==> config.mk <==
export PLATFORM = sky130hd
export DESIGN_NAME = spi_cs_ctrl
export DESIGN_NICKNAME = d
export VERILOG_FILES = /design/src/rtl/spi_cs_pkg.sv /design/src/rtl/cs_word_pick.sv /design/src/rtl/cs_route.sv /design/src/rtl/cs_len_sel.sv /design/src/rtl/spi_cs_ctrl.sv
export SDC_FILE = /design/constraint.sdc
export NUM_CORES = 1
export LEC_CHECK = 0
export BUFFER_PORTS_ARGS = -buffer_cell sky130_fd_sc_hd__buf_2
export CAP_MARGIN = 20
export CELL_PAD_IN_SITES_DETAIL_PLACEMENT = 0
export CELL_PAD_IN_SITES_GLOBAL_PLACEMENT = 1
export CORE_ASPECT_RATIO = 0.5
export CORE_MARGIN = 3
export CORE_UTILIZATION = 34
export CTS_BUF_LIST = sky130_fd_sc_hd__clkbuf_4
export DETAILED_ROUTE_END_ITERATION = 16
export PLACE_DENSITY = 0.91
export SYNTH_ARGS = -nofsm -noshare
export SYNTH_HDL_FRONTEND = slang
export SYNTH_SLANG_ARGS = --single-unit
==> constraint.sdc <==
create_clock -name clk -period 2.9 [get_ports clk]
set_clock_uncertainty 0.15 [all_clocks]
set_input_delay 0.58 -clock clk [delete_from_list [all_inputs] [get_ports clk]]
set_output_delay 0.58 -clock clk [all_outputs]
set_load 0.005 [all_outputs]
==> src/rtl/spi_cs_pkg.sv <==
package spi_cs_pkg;
    localparam int CS_LINES  = 4;
    localparam int CODE_W    = CS_LINES;
    localparam int NUM_SETS  = 4;
    localparam int SET_W     = $clog2(NUM_SETS);
    localparam int LEN_W     = 5;
    localparam int DATA_W    = 16;
    localparam int WORD_W    = 32;
    localparam int CODE_LSB  = 16;
    localparam int LAST_POS  = 24;

    typedef logic [CODE_W-1:0] cs_code_t;
    typedef logic [SET_W-1:0]  set_idx_t;

    typedef struct packed {
        logic [DATA_W-1:0] data;
        cs_code_t          code;
        logic              last;
    } tx_fields_t;

    typedef struct packed {
        cs_code_t lines_n;
        set_idx_t set_idx;
    } cs_route_t;

    function automatic tx_fields_t split_word(input logic [WORD_W-1:0] w);
        tx_fields_t f;
        f.data = w[DATA_W-1:0];
        f.code = w[CODE_LSB +: CODE_W];
        f.last = w[LAST_POS];
        return f;
    endfunction

    function automatic set_idx_t lowest_zero(input cs_code_t c);
        set_idx_t r;
        casez (c)
            4'b???0: r = 2'd0;
            4'b??01: r = 2'd1;
            4'b?011: r = 2'd2;
            4'b0111: r = 2'd3;
            default: r = 2'd0;
        endcase
        return r;
    endfunction
endpackage

==> src/rtl/cs_word_pick.sv <==
module cs_word_pick
    import spi_cs_pkg::*;
(
    input  logic              var_sel,
    input  cs_code_t          fixed_code,
    input  logic [WORD_W-1:0] word,
    output tx_fields_t        fields
);
    tx_fields_t raw;

    always_comb begin
        raw    = split_word(word);
        fields = raw;
        if (!var_sel) fields.code = fixed_code;
    end
endmodule

==> src/rtl/cs_route.sv <==
module cs_route
    import spi_cs_pkg::*;
(
    input  logic      decode,
    input  cs_code_t  code,
    output cs_route_t route
);
    logic [CS_LINES:0]   lower_high;
    logic [CS_LINES-1:0] single_n;

    assign lower_high[0] = 1'b1;

    for (genvar g = 0; g < CS_LINES; g++) begin : g_line
        assign lower_high[g+1] = lower_high[g] & code[g];
        assign single_n[g]     = ~(~code[g] & lower_high[g]);
    end

    always_comb begin
        if (decode) begin
            route.lines_n = code;
            route.set_idx = code[CODE_W-1 -: SET_W];
        end else begin
            route.lines_n = single_n;
            route.set_idx = lowest_zero(code);
        end
    end
endmodule

==> src/rtl/cs_len_sel.sv <==
module cs_len_sel
    import spi_cs_pkg::*;
(
    input  logic [NUM_SETS*LEN_W-1:0] lens,
    input  set_idx_t                  idx,
    output logic [LEN_W-1:0]          len
);
    logic [LEN_W-1:0] len_arr [NUM_SETS];

    for (genvar s = 0; s < NUM_SETS; s++) begin : g_set
        assign len_arr[s] = lens[s*LEN_W +: LEN_W];
    end

    assign len = len_arr[idx];
endmodule

==> src/rtl/spi_cs_ctrl.sv <==
module spi_cs_ctrl
    import spi_cs_pkg::*;
(
    input  logic                      clk,
    input  logic                      rst,
    input  logic                      mode_var,
    input  logic                      mode_decode,
    input  logic [CODE_W-1:0]         fixed_code,
    input  logic [NUM_SETS*LEN_W-1:0] set_len,
    input  logic                      tx_valid,
    output logic                      tx_ready,
    input  logic [WORD_W-1:0]         tx_word,
    input  logic                      xfer_done,
    output logic                      xfer_start,
    output logic [DATA_W-1:0]         xfer_data,
    output logic [LEN_W-1:0]          xfer_len,
    output logic [SET_W-1:0]          set_sel,
    output logic [CS_LINES-1:0]       cs_n
);
    tx_fields_t       nxt;
    cs_route_t        nxt_route;
    logic [LEN_W-1:0] nxt_len;

    logic     busy_q;
    logic     last_q;
    logic     dec_q;
    cs_code_t code_q;
    logic     accept;
    logic     chain_ok;

    cs_word_pick u_pick (
        .var_sel    (mode_var),
        .fixed_code (fixed_code),
        .word       (tx_word),
        .fields     (nxt)
    );

    cs_route u_route (
        .decode (mode_decode),
        .code   (nxt.code),
        .route  (nxt_route)
    );

    cs_len_sel u_len (
        .lens (set_len),
        .idx  (nxt_route.set_idx),
        .len  (nxt_len)
    );

    assign chain_ok = busy_q && xfer_done && !last_q && (nxt.code == code_q);
    assign tx_ready = !busy_q || chain_ok;
    assign accept   = tx_valid && tx_ready;

    always_ff @(posedge clk) begin
        if (rst) begin
            busy_q     <= 1'b0;
            last_q     <= 1'b0;
            dec_q      <= 1'b0;
            code_q     <= '1;
            cs_n       <= '1;
            xfer_start <= 1'b0;
            xfer_data  <= '0;
            xfer_len   <= '0;
            set_sel    <= '0;
        end else begin
            xfer_start <= 1'b0;
            if (accept) begin
                busy_q     <= 1'b1;
                last_q     <= nxt.last;
                dec_q      <= mode_decode;
                code_q     <= nxt.code;
                cs_n       <= nxt_route.lines_n;
                xfer_start <= 1'b1;
                xfer_data  <= nxt.data;
                xfer_len   <= nxt_len;
                set_sel    <= nxt_route.set_idx;
            end else if (busy_q && xfer_done) begin
                busy_q <= 1'b0;
                cs_n   <= '1;
            end
        end
    end

    a_r1_idle_high: assert property (@(posedge clk) disable iff (rst)
        !busy_q |-> cs_n == '1);

    a_r5_single_line: assert property (@(posedge clk) disable iff (rst)
        (busy_q && !dec_q) |-> $countones(~cs_n) <= 1);

    a_r13_start_on_accept: assert property (@(posedge clk) disable iff (rst)
        accept |=> (xfer_start && busy_q));

    a_r9_chain_holds_lines: assert property (@(posedge clk) disable iff (rst)
        (busy_q && xfer_done && accept) |=> $stable(cs_n));

    a_r10_final_releases: assert property (@(posedge clk) disable iff (rst)
        (busy_q && xfer_done && last_q) |=> (cs_n == '1 && !xfer_start));

    a_r12_stray_done: assert property (@(posedge clk) disable iff (rst)
        (!busy_q && xfer_done && !tx_valid) |=> (cs_n == '1 && !xfer_start));
endmodule

==> impl_metrics.toml <==
[power_and_ir_drop]
p_leak_nw = 1.05
pwr-share-comb_pct = 27.0
peakVddDrop_uv = 165
sw_frac_of_total_pct = 31.0
clkPwrFrac_pct = 24.1
power_mw = 1.05
p_int_uw = 727
p_per_area_nw_per_um2 = 432
seqPwrFrac_pct = 49.0
switchingPower_uw = 327

[routing]
firstDrtPassIters = 4
wirelength_um = 5740
wl_per_cell_um = 15.2
detail_route.vias_per_cell = 5.61
drtIter0Drc = 202
ant_nets = 0
num_vias = 2116
post-route-drc-count = 0

[clocking]
numCtsBuffers = 5
htree_levels = 2
clk_pin_slew_ns = 0.10
clock_latency_ns = 0.33
post_cts_resized = 0
clockBufferDepth = 2
cts_root_buf = "clkbuf_4"
clock_sinks = 34
cts_tree = "yes"
post_cts_buffers = 0
cts_hold_buf = 0

[synth]
netlist_area_um2 = 1960
synth_top_family_by_area = "compound AO/OA/AOI/OAI gates"
syn-mean-instance-area_um2 = 8.36
synth_seq_cells = 34
synthCells = 235
synth.largest_area_cell = "dfxtp_1"
synth_xor_area_share_pct = 1.34
synth_area_leaders = "dfxtp_1, a21oi_1, o21ai_0, nand3_1, o221ai_1"
synth_async_sr_flop_share_pct = 0
synth_compound_area_share_pct = 32.6
ys_seq_area_share_pct = 34.6
synth_top_area_share_pct = 34.6
syn_nets = 297
synth.distinct_cells = 46
synthSimpleGateAreaFrac_pct = 16.5
synth-edff-count = 0
synth_adder_area_share_pct = 0
synthMuxAreaShare_pct = 6.82
ys_warn_count = 0
ys.flop_type = "dfxtp_1"

[worst_setup_path]
cp_max_fo = 10
worstSetupPathType = "in -> out"
crit_arrival_ns = 1.95
required_ns = 2.17
worstPathCellList = "buf_2, mux2i_2, xnor2_1, o41a_4, clkinv_2, buf_2"
end_kind = "primary output"
crit_path_start_kind = "input pin"
cp_slowest_cell = "o41a_4"
cp_common_cell = "buf_2"
crit_path_max_incr_delay_ns = 0.48

[finish]
nFillCells = 525
finalNetCount = 368
area_growth_pct = 24.3
antenna_cells = 0
drive_gt1_share_pct = 36.2
fin_area_um2 = 2440
finish.utilization_pct = 46.5

[floorplan]
rows = 18
die_w_um = 113
start_util_pct = 37.4
die_h_um = 59.8
dieArea_um2 = 6780
ioPinCount = 91
core_area_um2 = 5250

[place]
dpl_cell_area_um2 = 2390
gp_congestion = 0.808
numPortBuffers = 79
hpwl_um = 4210

[run]
maxCapViolations = 0

[sta]
tns_ns = 0
tightest_slew_ns = 0.739
max_slew_margin_pct = 50.7
max_freq_ghz = 0.373
fin_crit_sh_pct = 92.4
layout_min_cycle_time_ns = 2.68
finalHoldViolations = 0
finalSetupViolations = 0
drv_slew = 0
rsz0062_at_grt = "no"

[grt]
gr-total-overflow = 0
grt_busiest_layer = "met2"
gr-usage-met3_pct = 3.54
antenna_found_initial = 0
first_global_vias = 2079
grt_max_degree = 30
met1_usage_pct = 22.1
use_met2_pct = 30.0
grt_first_pass_wirelength_um = 9650
grt_usage_pct = 17.4

[run_status]
outcome = "finished clean"

[worst_hold_path]
min_path_type = "reg -> reg"
## power by group through the flow
stage / clock, mW / combinational [mW] / sequential [mW]
floorplan: 0 / 0.178 / 0.527
detailed placement: 0 / 0.284 / 0.527
global route: 0.287 / 0.318 / 0.520
finish: 0.254 / 0.284 / 0.516
global placement: 0 / 0.275 / 0.526
CTS: 0.268 / 0.285 / 0.516
## metal layers
metal / part of all wire [%] / up-vias
li1: - / 1033
met1: 44 / 996
met2: 48 / 79
met3: 7.0 / 8
met4: 1.2 / 0
met5: 0 / -
## synth_stat cells, types with 2 or more instances
library cell,count
mux2i_1,3
nand2_1,12
a311oi_1,4
nand3_1,18
a21o_1,2
mux2_2,6
buf_2,5
a211oi_1,3
a2bb2oi_1,4
xnor2_1,3
clkbuf_1,13
a21oi_1,27
o31a_1,2
buf_4,2
o211ai_1,8
a221oi_1,2
o221ai_1,8
o31ai_1,4
nor2_1,5
nor3_1,8
dfxtp_1,34
nor3b_1,4
o21ai_0,27
inv_1,7
buf_6,3
## critical path: cells and delay by family
kind | cells | cell delay [ns]
muxes | 1 | 0.35
AOI/OAI and AO/OA | 1 | 0.48
buffers and inverters | 3 | 0.42
xor gates and xnor gates | 1 | 0.12
## placed cells by master (no fill, tap or decap), types with 2 or more instances in the layout
master / instances
a211oi_1: 3
a21o_1: 2
a21oi_1: 27
a221oi_1: 2
a2bb2oi_1: 4
a311oi_1: 4
buf_2: 79
buf_4: 9
clkbuf_4: 6
clkinv_2: 2
dfxtp_1: 34
inv_1: 7
mux2_2: 6
mux2i_1: 3
nand2_1: 12
nand3_1: 18
nor2_1: 5
nor3_1: 8
nor3b_1: 4
o211ai_1: 8
o21ai_0: 27
o221ai_1: 8
o31a_1: 2
o31ai_1: 4
xnor2_1: 3
## final cells by class
| type | instances | area [um^2] | share of cell area [%] |
|---|---|---|---|
| Clock inverter | 2 | 8.76 | 0.359 |
| Tap cell | 70 | 87.6 | 3.59 |
| Sequential cell | 34 | 681 | 27.9 |
| Inverter | 8 | 31.3 | 1.28 |
| Timing Repair Buffer | 88 | 463 | 19.0 |
| Multi-Input combinational cell | 169 | 1120 | 46.1 |
| Clock buffer | 6 | 45.0 | 1.85 |
## logic make-up after synthesis
kind of cell / Yosys count
buffers and inverters: 32
xor gates and xnor gates: 3
muxes: 11
AOI/OAI and AO/OA: 96
and+or+nand+nor: 59
DFF: 34
## through the flow
step	hold WS (ns)	worst slack, ns	cells
4_1_cts	0.322	0.223	377
3_5_place_dp	0.314	0.166	369
2_1_floorplan	0.313	0.290	235
6_report	0.326	0.221	377
3_3_place_gp	0.309	0.200	369
5_1_grt	0.329	0.168	377
## worst paths after layout
| path | from | endpoint | slack [ns] | depth (start not counted) |
|---|---|---|---|---|
| worst max-delay path | mode_var | tx_ready | 0.22 | 6 |
| worst min register to register | xfer_data[9]$_SDFFE_PP0P_ | xfer_data[9]$_SDFFE_PP0P_ | 0.33 | 2 |
| worst max register to register | busy_q$_SDFFE_PP0P_ | xfer_len[0]$_SDFFE_PP0P_ | 0.61 | 6 |
| worst min-delay path | xfer_data[9]$_SDFFE_PP0P_ | xfer_data[9]$_SDFFE_PP0P_ | 0.33 | 2 |
## state kept, by name, indices dropped and copies added, names as in the netlist
name,cells
xfer_data,16
xfer_len,5
code_q,4
cs_n,4
set_sel,2
busy_q,1
last_q,1
xfer_start,1
No activity file was read; power rests on OpenSTA's default activity.
